## src/rtl/uart_tx_pkg.sv

```systemverilog
package uart_tx_pkg;

   typedef enum logic [2:0] {
      ST_IDLE,
      ST_START,
      ST_DATA,
      ST_PAR,
      ST_STOP
   } tx_state_e;

   // mask selecting the active data bits for a word-length code
   function automatic logic [7:0] word_mask(input logic [1:0] wl);
      logic [7:0] m;
      m = 8'h1F;
      for (int i = 5; i < 8; i++)
         if (i < 5 + int'(wl)) m[i] = 1'b1;
      return m;
   endfunction

   // parity bit value for a byte under the current line settings
   function automatic logic parity_bit(input logic [7:0] d, input logic [1:0] wl,
                                       input logic even, input logic stick);
      logic ones;
      ones = ^(d & word_mask(wl));
      if (stick) return ~even;
      return even ? ones : ~ones;
   endfunction

endpackage

```

## src/rtl/uart_baud_div.sv

```systemverilog
module uart_baud_div #(
   parameter int DIV_W = 16
) (
   input  logic             clk,
   input  logic             rst_n,
   input  logic [DIV_W-1:0] divisor,
   output logic             tick
);
   logic [DIV_W-1:0] cnt;

   always_ff @(posedge clk or negedge rst_n) begin
      if (!rst_n)                 cnt <= '0;
      else if (divisor == '0)     cnt <= '0;
      else if (cnt == '0)         cnt <= divisor - 1'b1;
      else                        cnt <= cnt - 1'b1;
   end

   assign tick = (divisor != '0) && (cnt == '0);

   // with a stable divisor above one, ticks never come on adjacent cycles
   assert_tick_spacing_R1: assert property (@(posedge clk) disable iff (!rst_n)
      (tick && divisor > DIV_W'(1)) |=> (!tick || divisor != $past(divisor)));

endmodule

```

## src/rtl/uart_tx_fifo.sv

```systemverilog
module uart_tx_fifo #(
   parameter int DEPTH = 16,
   parameter int W     = 8
) (
   input  logic         clk,
   input  logic         rst_n,
   input  logic         single_slot,
   input  logic         wr_en,
   input  logic [W-1:0] wr_data,
   input  logic         rd_en,
   output logic [W-1:0] rd_data,
   output logic         empty,
   output logic         full,
   output logic         one_left
);
   localparam int CW = $clog2(DEPTH + 1);
   localparam logic [CW-1:0] DEPTH_C = CW'(DEPTH);

   logic [CW-1:0] cnt;
   logic          wr_ok, rd_ok;

   assign empty    = (cnt == '0);
   assign full     = (cnt >= (single_slot ? CW'(1) : DEPTH_C));
   assign one_left = (cnt == CW'(1));
   assign wr_ok    = wr_en && !full;
   assign rd_ok    = rd_en && !empty;

   always_ff @(posedge clk or negedge rst_n) begin
      if (!rst_n)              cnt <= '0;
      else if (wr_ok && !rd_ok) cnt <= cnt + 1'b1;
      else if (rd_ok && !wr_ok) cnt <= cnt - 1'b1;
   end

   generate
      if (DEPTH == 1) begin : g_slot
         logic [W-1:0] hold;
         always_ff @(posedge clk) if (wr_ok) hold <= wr_data;
         assign rd_data = hold;
      end else begin : g_ring
         localparam int AW = $clog2(DEPTH);
         logic [W-1:0]  mem [DEPTH];
         logic [AW-1:0] wp, rp;

         function automatic logic [AW-1:0] nxt(input logic [AW-1:0] p);
            return (p == AW'(DEPTH - 1)) ? '0 : p + 1'b1;
         endfunction

         always_ff @(posedge clk or negedge rst_n) begin
            if (!rst_n) begin
               wp <= '0;
               rp <= '0;
            end else begin
               if (wr_ok) wp <= nxt(wp);
               if (rd_ok) rp <= nxt(rp);
            end
         end
         always_ff @(posedge clk) if (wr_ok) mem[wp] <= wr_data;
         assign rd_data = mem[rp];
      end
   endgenerate

   // a write into a full queue leaves the occupancy unchanged
   assert_no_overflow_R11: assert property (@(posedge clk) disable iff (!rst_n)
      (full && wr_en && !rd_en) |=> $stable(cnt));

   // occupancy never exceeds the physical depth
   assert_depth_bound_R11: assert property (@(posedge clk) disable iff (!rst_n)
      cnt <= DEPTH_C);

endmodule

```

## src/rtl/uart_tx_serial.sv

```systemverilog
module uart_tx_serial
   import uart_tx_pkg::*;
#(
   parameter int OVS = 16
) (
   input  logic       clk,
   input  logic       rst_n,
   input  logic       run,
   input  logic       tick,
   input  logic [1:0] word_len,
   input  logic       stop_sel,
   input  logic       par_en,
   input  logic       par_even,
   input  logic       par_stick,
   input  logic       flow_en,
   input  logic       cts,
   input  logic       q_empty,
   input  logic [7:0] q_data,
   output logic       q_pop,
   output logic       line,
   output logic       busy
);
   localparam int SW = $clog2(2 * OVS);
   localparam logic [SW-1:0] BIT_LAST = SW'(OVS - 1);

   tx_state_e   st;
   logic [SW-1:0] sub, stop_last, stop_mid;
   logic [2:0]  bitn, bit_last;
   logic [7:0]  shreg;
   logic        par_q, go_q;
   logic        launch_idle, launch_next, launch;

   assign stop_last = !stop_sel       ? SW'(OVS - 1) :
                      (word_len == 0) ? SW'(OVS + OVS/2 - 1) : SW'(2*OVS - 1);
   assign stop_mid  = stop_last - SW'(OVS/2 - 1);
   assign bit_last  = {1'b0, word_len} + 3'd4;

   assign launch_idle = (st == ST_IDLE) && !q_empty && (!flow_en || cts);
   assign launch_next = (st == ST_STOP) && (sub == stop_last) && !q_empty && go_q;
   assign launch      = run && tick && (launch_idle || launch_next);
   assign q_pop       = launch;
   assign busy        = (st != ST_IDLE);

   always_ff @(posedge clk or negedge rst_n) begin
      if (!rst_n) begin
         st <= ST_IDLE; sub <= '0; bitn <= '0; shreg <= '0;
         par_q <= 1'b0; go_q <= 1'b0; line <= 1'b1;
      end else if (!run) begin
         st <= ST_IDLE; sub <= '0; bitn <= '0; go_q <= 1'b0; line <= 1'b1;
      end else if (launch) begin
         st    <= ST_START;
         sub   <= '0;
         shreg <= q_data;
         par_q <= parity_bit(q_data, word_len, par_even, par_stick);
         line  <= 1'b0;
      end else if (tick) begin
         case (st)
            ST_START: begin
               if (sub == BIT_LAST) begin
                  sub <= '0; bitn <= '0; st <= ST_DATA; line <= shreg[0];
               end else sub <= sub + 1'b1;
            end
            ST_DATA: begin
               if (sub == BIT_LAST) begin
                  sub <= '0;
                  if (bitn == bit_last) begin
                     st   <= par_en ? ST_PAR : ST_STOP;
                     line <= par_en ? par_q : 1'b1;
                  end else begin
                     bitn  <= bitn + 1'b1;
                     shreg <= shreg >> 1;
                     line  <= shreg[1];
                  end
               end else sub <= sub + 1'b1;
            end
            ST_PAR: begin
               if (sub == BIT_LAST) begin
                  sub <= '0; st <= ST_STOP; line <= 1'b1;
               end else sub <= sub + 1'b1;
            end
            ST_STOP: begin
               if (sub == stop_mid) go_q <= !flow_en || cts;
               if (sub == stop_last) begin
                  sub <= '0; st <= ST_IDLE; line <= 1'b1;
               end else sub <= sub + 1'b1;
            end
            default: begin
               sub <= '0; line <= 1'b1;
            end
         endcase
      end
   end

   // a low run input leaves the sequencer idle with the line high
   assert_soft_reset_R6: assert property (@(posedge clk) disable iff (!rst_n)
      !run |=> (st == ST_IDLE && line));

   // without a tick the sequencer and the line hold still
   assert_tick_gated_R1: assert property (@(posedge clk) disable iff (!rst_n)
      (run && !tick) |=> ($stable(st) && $stable(line)));

   // a byte is only taken from a queue that holds one
   assert_pop_nonempty_R11: assert property (@(posedge clk) disable iff (!rst_n)
      q_pop |-> !q_empty);

   // an idle launch under flow control needs clear-to-send
   assert_flow_gate_R7: assert property (@(posedge clk) disable iff (!rst_n)
      (q_pop && st == ST_IDLE && flow_en) |-> cts);

endmodule

```

## src/rtl/uart_tx_core.sv

```systemverilog
module uart_tx_core #(
   parameter int DEPTH = 16,
   parameter int DIV_W = 16,
   parameter int OVS   = 16
) (
   input  logic             clk,
   input  logic             rst_n,
   input  logic [DIV_W-1:0] divisor,
   input  logic [1:0]       word_len,
   input  logic             stop_sel,
   input  logic             par_en,
   input  logic             par_even,
   input  logic             par_stick,
   input  logic             brk,
   input  logic             fifo_on,
   input  logic             flow_en,
   input  logic             cts,
   input  logic             tx_run,
   input  logic             wr_en,
   input  logic [7:0]       wr_data,
   output logic             txd,
   output logic             hold_empty,
   output logic             tx_empty,
   output logic             empty_irq
);
   generate
      if (DEPTH < 1)               begin : g_bad_depth $error("DEPTH must be at least 1"); end
      if (DIV_W < 2)               begin : g_bad_div   $error("DIV_W must be at least 2"); end
      if (OVS < 4 || OVS % 2 != 0) begin : g_bad_ovs   $error("OVS must be even and >= 4"); end
   endgenerate

   logic       tick, q_empty, q_full, q_last, q_pop, line, busy, irq_q;
   logic [7:0] q_data;

   uart_baud_div #(.DIV_W(DIV_W)) u_div (
      .clk(clk), .rst_n(rst_n), .divisor(divisor), .tick(tick));

   uart_tx_fifo #(.DEPTH(DEPTH), .W(8)) u_fifo (
      .clk(clk), .rst_n(rst_n), .single_slot(!fifo_on),
      .wr_en(wr_en), .wr_data(wr_data), .rd_en(q_pop), .rd_data(q_data),
      .empty(q_empty), .full(q_full), .one_left(q_last));

   uart_tx_serial #(.OVS(OVS)) u_ser (
      .clk(clk), .rst_n(rst_n), .run(tx_run), .tick(tick),
      .word_len(word_len), .stop_sel(stop_sel), .par_en(par_en),
      .par_even(par_even), .par_stick(par_stick), .flow_en(flow_en), .cts(cts),
      .q_empty(q_empty), .q_data(q_data), .q_pop(q_pop), .line(line), .busy(busy));

   always_ff @(posedge clk or negedge rst_n) begin
      if (!rst_n)                  irq_q <= 1'b0;
      else if (wr_en && !q_full)   irq_q <= 1'b0;
      else if (q_pop && q_last)    irq_q <= 1'b1;
   end

   assign txd        = brk ? 1'b0 : line;
   assign hold_empty = q_empty;
   assign tx_empty   = q_empty && !busy;
   assign empty_irq  = irq_q;

   // an accepted write clears the request on the next cycle
   assert_irq_clear_R8: assert property (@(posedge clk) disable iff (!rst_n)
      (wr_en && !q_full) |=> !empty_irq);

   // taking the last queued byte raises the request
   assert_irq_set_R8: assert property (@(posedge clk) disable iff (!rst_n)
      (q_pop && q_last && !wr_en) |=> empty_irq);

endmodule

```

## config.mk

```make
export PLATFORM = sky130hd
export DESIGN_NAME = uart_tx_core
export DESIGN_NICKNAME = d
export VERILOG_FILES = /design/src/rtl/uart_tx_pkg.sv /design/src/rtl/uart_baud_div.sv /design/src/rtl/uart_tx_fifo.sv /design/src/rtl/uart_tx_serial.sv /design/src/rtl/uart_tx_core.sv
export SDC_FILE = /design/constraint.sdc
export NUM_CORES = 1
export LEC_CHECK = 0
export BUFFER_PORTS_ARGS = -buffer_cell sky130_fd_sc_hd__buf_2
export CAP_MARGIN = 20
export CORE_ASPECT_RATIO = 0.8
export CORE_UTILIZATION = 60
export DETAILED_ROUTE_END_ITERATION = 6
export GPL_TIMING_DRIVEN = 1
export PLACE_DENSITY = 0.85
export SKIP_LAST_GASP = 1
export SYNTH_ARGS = -nofsm -noshare
export SYNTH_HDL_FRONTEND = slang
export SYNTH_SLANG_ARGS = --single-unit
```

## constraint.sdc

```tcl
create_clock -name clk -period 4.9 [get_ports clk]
set_input_delay 0.245 -clock clk [delete_from_list [all_inputs] [get_ports clk]]
set_output_delay 0.245 -clock clk [all_outputs]
set_load 0.02 [all_outputs]
```

==> metrics.csv, run 1 <==
metric;value;unit
status;finished clean;
CTS max path bufs;2;
wl on met1;7.18;mm
Reg clk slew, reported paths;0.06;ns
initial DRC count;474;
CP required;5.22;ns
Async S/R FF share, synth;0.289;
port bufs;41;
Chip Height;107;µm
synth-to-layout area growth;10.9;%
Antenna Cells;0;
crit path DAT;3.86;ns
slew margin rel.;0.276;
final wirelength;17.2;mm
vias per cell;6.27;
Die X;134;µm
post-synthesis cell count;591;
DRC;0;
FF-to-FF End;u_ser.st[1];
Hold Path Origin;tx_run;
sink of the worst hold path;u_ser.line;
Syn Nets;647;
leak pwr;3.46;nW
CTS H-tree lvls;4;
num ports;42;
area leader, netlist;edfxtp_1;
overall power;4.18;mW
Reg-to-Reg Start;u_div.cnt[5];
GPL Wtd Cong;0.898;
NumNets Final;693;
met3 routed WL;1.19;mm
Max Slew Vio Count;0;
Vias;5208;
Slowest cell on crit path;nand4_1;
fin crit share;0.722;
Distinct cells, synth;58;
max cap viols;0;
Post-synth EDFFs;128;
top cell type's share of synthesized area;0.461;
largest net degree at the start of global routing;53;
Setup TNS;0;ns
vias in the first global route;5059;
Post-CTS Setup Repair Bufs;0;
VDD IR max;0.430;mV
Inserted Clock Buffers;17;
total global routing overflow;0;
Skew-Pair Late Insertion Delay;0.44;ns
Crit path max-delay family;simple AND/OR/NAND/NOR gates;
Worst path depth;8;
largest fanout on the critical path;17;
Final setup viols;0;
fillers;908;
share of post-route cells with drive strength above 1;0.166;
Root Driver;clkbuf_16;
top cells by area, synth;edfxtp_1 (46%), dfrtp_1 (15%), mux4_2 (6.5%);
Seq cells post-synth;180;
Final Hold Fails;0;
WS Path Type;register to register;
hold path depth;2;
Worst-Margin Slew;1.08;ns
CP endpoint kind;register;
Core Box Area;13600;µm²
drt pass-1 iters;5;
most used cell, CP;nand4_1;
effective utilization at floorplan;0.616;
post-detail-place hpwl;11.0;mm
Final min period;3.54;ns
CP Cell Sequence;nor4_1, nand4_1, or2_1, nor2_2, nand4_1, nand2_1, o21ai_1, mux2_2;
CTS tree;done;
worst reg-to-reg setup slack;1.36;ns
clk sinks;180;
clock skew;0.0114;ns
Worst Hold Class;input port to register;
RSZ-0062 raised after global routing;false;
sequential element share of the synthesized area;0.617;
Synth warnings;0;
top sig layer;met4;
Synth Area per Inst;14.1;µm²
maximum clock rate;283;MHz
Routed WL per cell;20.8;µm
wire length on met2;8.53;mm
antenna viol nets, final;0;
DIE AREA;14400;µm²
num rows;38;
Worst setup SP type;register;
cells on worst reg2reg path;8;
CP bufs+invs;0;
antenna violations before repair;0;
Slowest Stage Delay on Critical Path;0.64;ns
prevailing post-synth register cell;edfxtp_1;
GRT Overall Usage;0.260;
Pwr Density;452;nW/µm²
synthesized area;8340;µm²
global-route wire length before repair;27.1;mm
==> registers in the layout, indices dropped and copies added (netlist names) <==
signal / cells
u_ser.go_q: 1
u_ser.st: 3
u_ser.line: 1
u_ser.shreg: 8
u_ser.sub: 5
empty_irq: 1
u_ser.bitn: 3
u_fifo.g_ring.rp: 4
u_ser.par_q: 1
u_fifo.g_ring.mem: 128
u_div.cnt: 16
u_fifo.g_ring.wp: 4
u_fifo.cnt: 5
==> layout by cell type, fill, tap and decap left out, types with 4 or more instances in the layout <==
| cell | instances |
|---|---|
| a21oi_1 | 25 |
| a22oi_1 | 6 |
| a31oi_1 | 5 |
| and2_1 | 15 |
| and3_1 | 11 |
| buf_2 | 41 |
| buf_4 | 4 |
| clkbuf_16 | 17 |
| dfrtp_1 | 51 |
| edfxtp_1 | 128 |
| ha_1 | 18 |
| inv_1 | 17 |
| mux2_2 | 7 |
| mux2i_1 | 8 |
| mux4_1 | 10 |
| mux4_2 | 24 |
| nand2_1 | 36 |
| nand3_1 | 13 |
| nand3b_1 | 5 |
| nand4_1 | 7 |
| nor2_1 | 52 |
| nor2b_1 | 13 |
| nor3_1 | 11 |
| nor3b_1 | 5 |
| nor4_1 | 9 |
| o211ai_1 | 5 |
| o21a_1 | 4 |
| o21ai_0 | 21 |
| o31a_1 | 4 |
| o31ai_1 | 5 |
| xnor2_1 | 11 |
| xor2_1 | 14 |
==> layer usage <==
metal	vias to the layer above	track usage
met4	0	0.0787
li1	2355	-
met5	-	0
met3	28	0.0664
met1	2594	0.340
met2	231	0.431
==> Yosys cell counts (7+ instances only) <==
| cell | count |
|---|---|
| nor3_1 | 11 |
| mux2i_1 | 8 |
| nor2b_1 | 13 |
| o21ai_0 | 21 |
| clkbuf_1 | 7 |
| nand3_1 | 13 |
| xnor2_1 | 11 |
| nand4_1 | 7 |
| dfrtp_1 | 51 |
| nor2_1 | 52 |
| mux2_2 | 7 |
| xor2_1 | 14 |
| nor4_1 | 9 |
| edfxtp_1 | 128 |
| nand2_1 | 36 |
| ha_1 | 18 |
| a21oi_1 | 25 |
| and3_1 | 11 |
| inv_1 | 17 |
| mux4_1 | 10 |
| mux4_2 | 24 |
| and2_1 | 15 |
==> through the flow <==
step | worst slack (ns) | area [µm²] | cells | util | hold slack, ns
2_1_floorplan | 2.04 | 8340 | 591 | - | -0.0506
3_3_place_gp | 1.56 | 8670 | 797 | 0.640 | 0.408
3_5_place_dp | 1.45 | 8670 | 797 | 0.640 | 0.408
4_1_cts | 1.40 | 9260 | 830 | 0.683 | 0.106
5_1_grt | 1.13 | 9260 | 830 | 0.683 | 0.124
6_report | 1.36 | 9260 | 830 | 0.683 | 0.123
==> logic make-up (layout without fill, tap and decap cells) <==
group | count (synthesis) | after routing | share of synthesized area
AND/OR/NAND/NOR | 189 | 189 | 0.115
flip-flops | 180 | 180 | 0.617
AO/OA/AOI/OAI | 92 | 92 | 0.0723
multiplexers | 49 | 49 | 0.115
buffers and inverters | 37 | 96 | 0.0247
XOR/XNOR | 26 | 26 | 0.0289
adder cells (fa/ha/maj) | 18 | 18 | 0.0270
==> how the worst max path moves through the flow <==
| stage | start | end |
|---|---|---|
| after floorplan | u_div.cnt[9] | u_div.cnt[10] |
| after global placement | u_fifo.g_ring.rp[0] | u_ser.par_q |
| after detailed placement | u_fifo.g_ring.rp[0] | u_ser.par_q |
| after CTS | u_fifo.g_ring.rp[0] | u_ser.par_q |
| after global routing | u_div.cnt[5] | u_ser.st[2] |
| final | u_div.cnt[5] | u_ser.st[1] |
==> power by group <==
group | total (mW) | switching [mW] | internal (mW)
clock network | 1.35 | 0.593 | 0.759
logic | 0.837 | 0.477 | 0.361
registers | 2.00 | 0.176 | 1.82
==> repair_timing <==
| item | in CTS | in global routing |
|---|---|---|
| hold buffers | 1 | 0 |
| endpoints found under the hold margin | 51 | 0 |
| resized for setup | 0 | 0 |
| setup endpoints to repair | 0 | 0 |
==> final cells by class <==
type / count / area (µm²) / area share
flip-flops and latches: 180 / 5150 / 0.556
multi-input cells: 374 / 2990 / 0.323
clock buffers: 19 / 433 / 0.0468
repair buffers: 46 / 245 / 0.0265
well taps: 180 / 225 / 0.0243
clock inverters: 13 / 148 / 0.0160
inverters: 18 / 67.6 / 0.00730
No activity file was read; power rests on OpenSTA's default activity.
==> run 2, diff against run 1 <==
Clock period 4.9 ns to 3.3 ns, I/O delays scaled along.
==> metrics.csv, run 2 (synthesized netlist as in run 1, its figures left out) <==
metric;value;unit;change
port bufs;41;;unchanged
DRC;0;;unchanged
RSZ-0062 raised after global routing;false;;
Hold Path Origin;tx_run;;
Slowest Stage Delay on Critical Path;0.60;ns;-0.04 ns
most frequent cells in the layout;edfxtp_1 (128), nor2_1 (52), dfrtp_1 (51);;
vias in the first global route;5186;;+2.5%
fillers;911;;+0.33%
Final setup viols;0;;unchanged
Final Hold Fails;0;;unchanged
CP Cell Sequence;buf_12, mux4_1, mux4_2, xnor3_1, xnor2_1, a31oi_1, o31a_1, o31ai_1;;
FF-to-FF End;u_ser.par_q;;
largest net degree at the start of global routing;37;;-30%
Reg clk slew, reported paths;0.07;ns;about the same
Inserted Clock Buffers;17;;unchanged
Slowest cell on crit path;mux4_1;;
WS Path Type;register to register;;
antenna violations before repair;1;;+1
max cap viols;0;;unchanged
CTS H-tree lvls;4;;unchanged
Skew-Pair Late Insertion Delay;0.44;ns;about the same
CTS max path bufs;2;;unchanged
PnR worst setup slack;0.319;ns;-1.04 ns
final wirelength;17.8;mm;+3.1%
Final min period;2.98;ns;-0.557 ns
Setup TNS;0;ns;unchanged
maximum clock rate;335;MHz;+19%
Reg-to-Reg Start;u_fifo.g_ring.rp[0];;
Vias;5334;;+2.4%
Routed WL per cell;21.3;µm;+2.4%
CP endpoint kind;register;;
clock skew;0.00875;ns;-0.00268 ns
NumNets Final;699;;+0.87%
global-route wire length before repair;27.9;mm;+2.8%
initial DRC count;416;;-12%
Largest register FFs;128;;unchanged
GPL Wtd Cong;0.921;;+2.5%
GRT Overall Usage;0.267;;+0.00713
most common cell after layout, fill and taps aside;edfxtp_1;;
overall power;6.22;mW;+49%
sink of the worst hold path;u_ser.line;;
cells on worst reg2reg path;8;;unchanged
leak pwr;3.51;nW;+1.3%
drt pass-1 iters;7;;+2
Worst-Margin Slew;0.681;ns;-0.400 ns
clk sinks;180;;unchanged
hold path depth;2;;unchanged
Antenna Cells;0;;unchanged
Worst setup SP type;register;;
antenna viol nets, final;0;;unchanged
effective utilization at floorplan;0.616;;unchanged
VDD IR max;0.403;mV;-6.3%
post-detail-place hpwl;11.3;mm;+2.6%
Reg with most FFs;u_fifo.g_ring.mem;;
Setup WS pre-CTS;0.340;ns;-1.11 ns
synth-to-layout area growth;11.7;%;
fin crit share;0.903;;+0.181
Worst Hold Class;input port to register;;
total global routing overflow;0;;unchanged
Chip Height;107;µm;unchanged
num ports;42;;unchanged
CP bufs+invs;1;;+1
worst reg-to-reg setup slack;0.32;ns;-1.04 ns
Root Driver;clkbuf_16;;
Max Slew Vio Count;0;;unchanged
Largest regs;u_fifo.g_ring.mem (128), u_div.cnt (16), u_ser.shreg (8);;
Worst Hold Slack;0.0395;ns;-0.0835 ns
vias per cell;6.38;;+1.7%
CTS tree;done;;
DIE AREA;14400;µm²;unchanged
status;finished clean;;
Die X;134;µm;unchanged
num rows;38;;unchanged
share of post-route cells with drive strength above 1;0.178;;+0.0122
largest fanout on the critical path;34;;+17
slew margin rel.;0.546;;+0.270
Crit path max-delay family;multiplexers;;
CP required;3.64;ns;-1.58 ns
Core Box Area;13600;µm²;unchanged
crit path DAT;3.32;ns;-0.54 ns
Pwr Density;667;nW/µm²;+47%
run 2: changes by cell type in the layout (fill, tap and decap cells not counted), moves of 2 or more:
cell,delta
buf_4,+4
clkinv_1,-2
inv_8,+6
bufinv_16,-2
buf_12,+2
clkinvlp_4,-2
run 2: worst max path at each step:
stage	from	to	cells after the start
floorplan	u_div.cnt[9]	u_div.cnt[10]	12
global placement	u_fifo.g_ring.rp[0]	u_ser.par_q	8
detailed placement	u_fifo.g_ring.rp[0]	u_ser.par_q	8
CTS	u_fifo.g_ring.rp[0]	u_ser.par_q	8
global route	u_div.cnt[10]	u_div.cnt[14]	12
finish	u_fifo.g_ring.rp[0]	u_ser.par_q	8
run 2: repair_timing:
item | 4_1_cts | 5_1_grt
endpoints found under the hold margin | 26 | 0
resized for setup | 0 | 0
hold buffers | 1 | 0
setup buffers | 0 | 0
run 2: stage by stage:
| stage | util | instances | area, µm² |
|---|---|---|---|
| 2_1_floorplan | - | 591 | 8340 |
| 3_3_place_gp | 0.645 | 803 | 8740 |
| 3_5_place_dp | 0.645 | 803 | 8740 |
| 4_1_cts | 0.688 | 836 | 9320 |
| 5_1_grt | 0.688 | 836 | 9320 |
| 6_report | 0.688 | 836 | 9320 |
run 2: per-layer routing:
| metal | routed length [µm] | share of wire | vias to the layer above | track usage |
|---|---|---|---|---|
| li1 | - | - | 2367 | - |
| met1 | 7200 | 0.40 | 2666 | 0.343 |
| met2 | 8750 | 0.49 | 260 | 0.436 |
| met3 | 1420 | 0.080 | 39 | 0.0739 |
| met4 | 398 | 0.022 | 2 | 0.101 |
| met5 | 11 | 0.00062 | - | 0 |
run 2: area by class of cell:
type | instances | area (µm²) | area share
Clock buffer | 18 | 429 | 0.0460
Clock inverter | 14 | 149 | 0.0160
Inverter | 18 | 67.6 | 0.00725
Multi-Input combinational cell | 374 | 2990 | 0.321
Sequential cell | 180 | 5150 | 0.552
Tap cell | 180 | 225 | 0.0242
Timing Repair Buffer | 52 | 315 | 0.0338
run 2: power breakdown:
part	leakage, nW	switching, mW	internal [mW]
combinational	1.39	0.737	0.545
clock	0.283	0.965	1.02
sequential	1.84	0.251	2.70
total	3.51	1.95	4.26
run 2: worst register-to-register path, stage by stage, from the launching register on:
cell and delay (ns):
dfrtp_1 0.39, buf_12 0.25, mux4_1 0.61, mux4_2 0.52
xnor3_1 0.36, xnor2_1 0.21, a31oi_1 0.09, o31a_1 0.29
o31ai_1 0.18
==> run 3, diff against run 2 <==
==> constraint.sdc (replaced) <==
create_clock -name clk -period 3.3 [get_ports clk]
set_input_delay 0.66 -clock clk [delete_from_list [all_inputs] [get_ports clk]]
set_output_delay 0.66 -clock clk [all_outputs]
set_load 0.02 [all_outputs]
==> metrics.csv, run 3 (synthesized netlist as in run 1, its figures left out) <==
metric;value;unit;change
Post-CTS Setup Repair Bufs;0;;unchanged
largest net degree at the start of global routing;37;;unchanged
Largest register FFs;128;;unchanged
Max Slew Vio Count;0;;unchanged
Final min period;3.01;ns;+0.0318 ns
slew margin rel.;0.541;;-0.00458
Pwr Density;672;nW/µm²;+0.84%
WS Path Type;register to register;;
cells on worst reg2reg path;8;;unchanged
overall power;6.29;mW;+1.2%
Setup WS pre-CTS;0.317;ns;-0.0226 ns
DIE AREA;14400;µm²;unchanged
RSZ-0062 raised after global routing;false;;
most frequent cells in the layout;edfxtp_1 (128), nor2_1 (52), dfrtp_1 (51);;
Setup TNS;0;ns;unchanged
drt pass-1 iters;5;;-2
GRT Overall Usage;0.264;;-0.00313
worst reg-to-reg setup slack;0.29;ns;-0.03 ns
fillers;879;;-3.5%
Chip Height;107;µm;unchanged
Slowest cell on crit path;mux4_1;;
largest fanout on the critical path;34;;unchanged
CTS H-tree lvls;4;;unchanged
final wirelength;17.7;mm;-0.20%
Final setup viols;0;;unchanged
Antenna Cells;0;;unchanged
CP Cell Sequence;buf_12, mux4_1, mux4_2, xnor3_1, xnor2_1, a31oi_1, o31a_1, o31ai_1;;
CP bufs+invs;1;;unchanged
Reg-to-Reg Start;u_fifo.g_ring.rp[0];;
global-route wire length before repair;27.8;mm;-0.40%
Crit path max-delay family;multiplexers;;
DRC;0;;unchanged
vias per cell;6.36;;-0.27%
share of post-route cells with drive strength above 1;0.181;;+0.00277
NumNets Final;700;;+0.14%
Reg with most FFs;u_fifo.g_ring.mem;;
effective utilization at floorplan;0.616;;unchanged
FF-to-FF End;u_ser.par_q;;
Die X;134;µm;unchanged
Reg clk slew, reported paths;0.08;ns;about the same
most common cell after layout, fill and taps aside;edfxtp_1;;
num rows;38;;unchanged
Slowest Stage Delay on Critical Path;0.59;ns;about the same
total global routing overflow;0;;unchanged
CP endpoint kind;register;;
antenna viol nets, final;0;;unchanged
CP required;3.64;ns;about the same
Layout Utilization;0.691;;+0.00277
VDD IR max;0.398;mV;-1.2%
Worst setup SP type;register;;
PnR worst setup slack;0.288;ns;-0.0318 ns
num ports;42;;unchanged
port bufs;41;;unchanged
status;finished clean;;
Skew-Pair Late Insertion Delay;0.44;ns;about the same
Vias;5326;;-0.15%
crit path DAT;3.35;ns;+0.03 ns
clk sinks;180;;unchanged
initial DRC count;433;;+4.1%
maximum clock rate;332;MHz;-1.1%
CTS tree;done;;
Root Driver;clkbuf_16;;
# hold bufs at CTS;0;;-1
leak pwr;3.53;nW;+0.53%
Core Box Area;13600;µm²;unchanged
Largest regs;u_fifo.g_ring.mem (128), u_div.cnt (16), u_ser.shreg (8);;
Worst Hold Slack;0.154;ns;+0.115 ns
Routed WL per cell;21.2;µm;-0.32%
CTS max path bufs;2;;unchanged
Final Hold Fails;0;;unchanged
clock skew;0.0137;ns;+0.00496 ns
Worst-Margin Slew;0.688;ns;+0.00687 ns
post-detail-place hpwl;11.4;mm;+0.79%
Inserted Clock Buffers;17;;unchanged
GPL Wtd Cong;0.870;;-5.5%
max cap viols;0;;unchanged
antenna violations before repair;0;;-1
vias in the first global route;5258;;+1.4%
fin crit share;0.913;;+0.00962
synth-to-layout area growth;12.2;%;
Worst Hold Class;input port to asynchronous set/reset pin;;
post-CTS sizing;0;;unchanged
[run 3: changes by cell type in the layout (fill, tap and decap cells not counted)]
cell	before	now
inv_8	8	3
clkinv_8	1	4
buf_4	8	10
inv_6	2	4
bufinv_16	0	1
clkbuf_1	1	0
clkinv_1	1	2
clkinvlp_4	1	0
dlygate4sd3_1	1	0
[run 3: cell type report]
class | instances | area, µm² | share of cell area
inverters | 18 | 67.6 | 0.00722
flip-flops and latches | 180 | 5150 | 0.550
clock buffers | 17 | 425 | 0.0454
multi-input cells | 374 | 2990 | 0.320
repair buffers | 53 | 320 | 0.0342
well taps | 180 | 225 | 0.0241
clock inverters | 15 | 185 | 0.0198
[run 3: worst max-delay path by stage]
stage                        start            end  slack (ns)  cells after the start
2_1_floorplan         u_div.cnt[9]  u_div.cnt[10]        0.44                     12
3_3_place_gp   u_fifo.g_ring.rp[0]    u_ser.par_q        0.43                      8
3_5_place_dp           word_len[1]  u_fifo.cnt[3]        0.32                      9
4_1_cts        u_fifo.g_ring.rp[0]    u_ser.par_q        0.30                      8
5_1_grt              u_div.cnt[10]  u_div.cnt[10]        0.11                     12
6_report       u_fifo.g_ring.rp[0]    u_ser.par_q        0.29                      8
[run 3: worst register-to-register path, cell delays in order (launching register included)]
cell and delay [ns]:
dfrtp_1 0.39, buf_12 0.26, mux4_1 0.60, mux4_2 0.51, xnor3_1 0.36, xnor2_1 0.23
a31oi_1 0.09, o31a_1 0.30, o31ai_1 0.18
[run 3: stage by stage]
step           instance area (µm²)  instances
4_1_cts                       9360        837
2_1_floorplan                 8340        591
3_5_place_dp                  8750        805
3_3_place_gp                  8750        805
5_1_grt                       9360        837
6_report                      9360        837
[run 3: power by group]
part           internal, mW  leakage [nW]  switching, mW  total (mW)
clock                  1.09         0.297          0.960        2.05
sequential             2.70          1.84          0.257        2.96
combinational         0.546          1.39          0.741        1.29
total                  4.33          3.53           1.96        6.29
[run 3: layer usage]
| layer | global-route usage | part of all wire | vias up |
|---|---|---|---|
| met5 | 0 | 0 | - |
| met4 | 0.109 | 0.023 | 0 |
| met3 | 0.0532 | 0.066 | 33 |
| met2 | 0.442 | 0.50 | 248 |
| met1 | 0.339 | 0.41 | 2677 |
| li1 | - | - | 2368 |
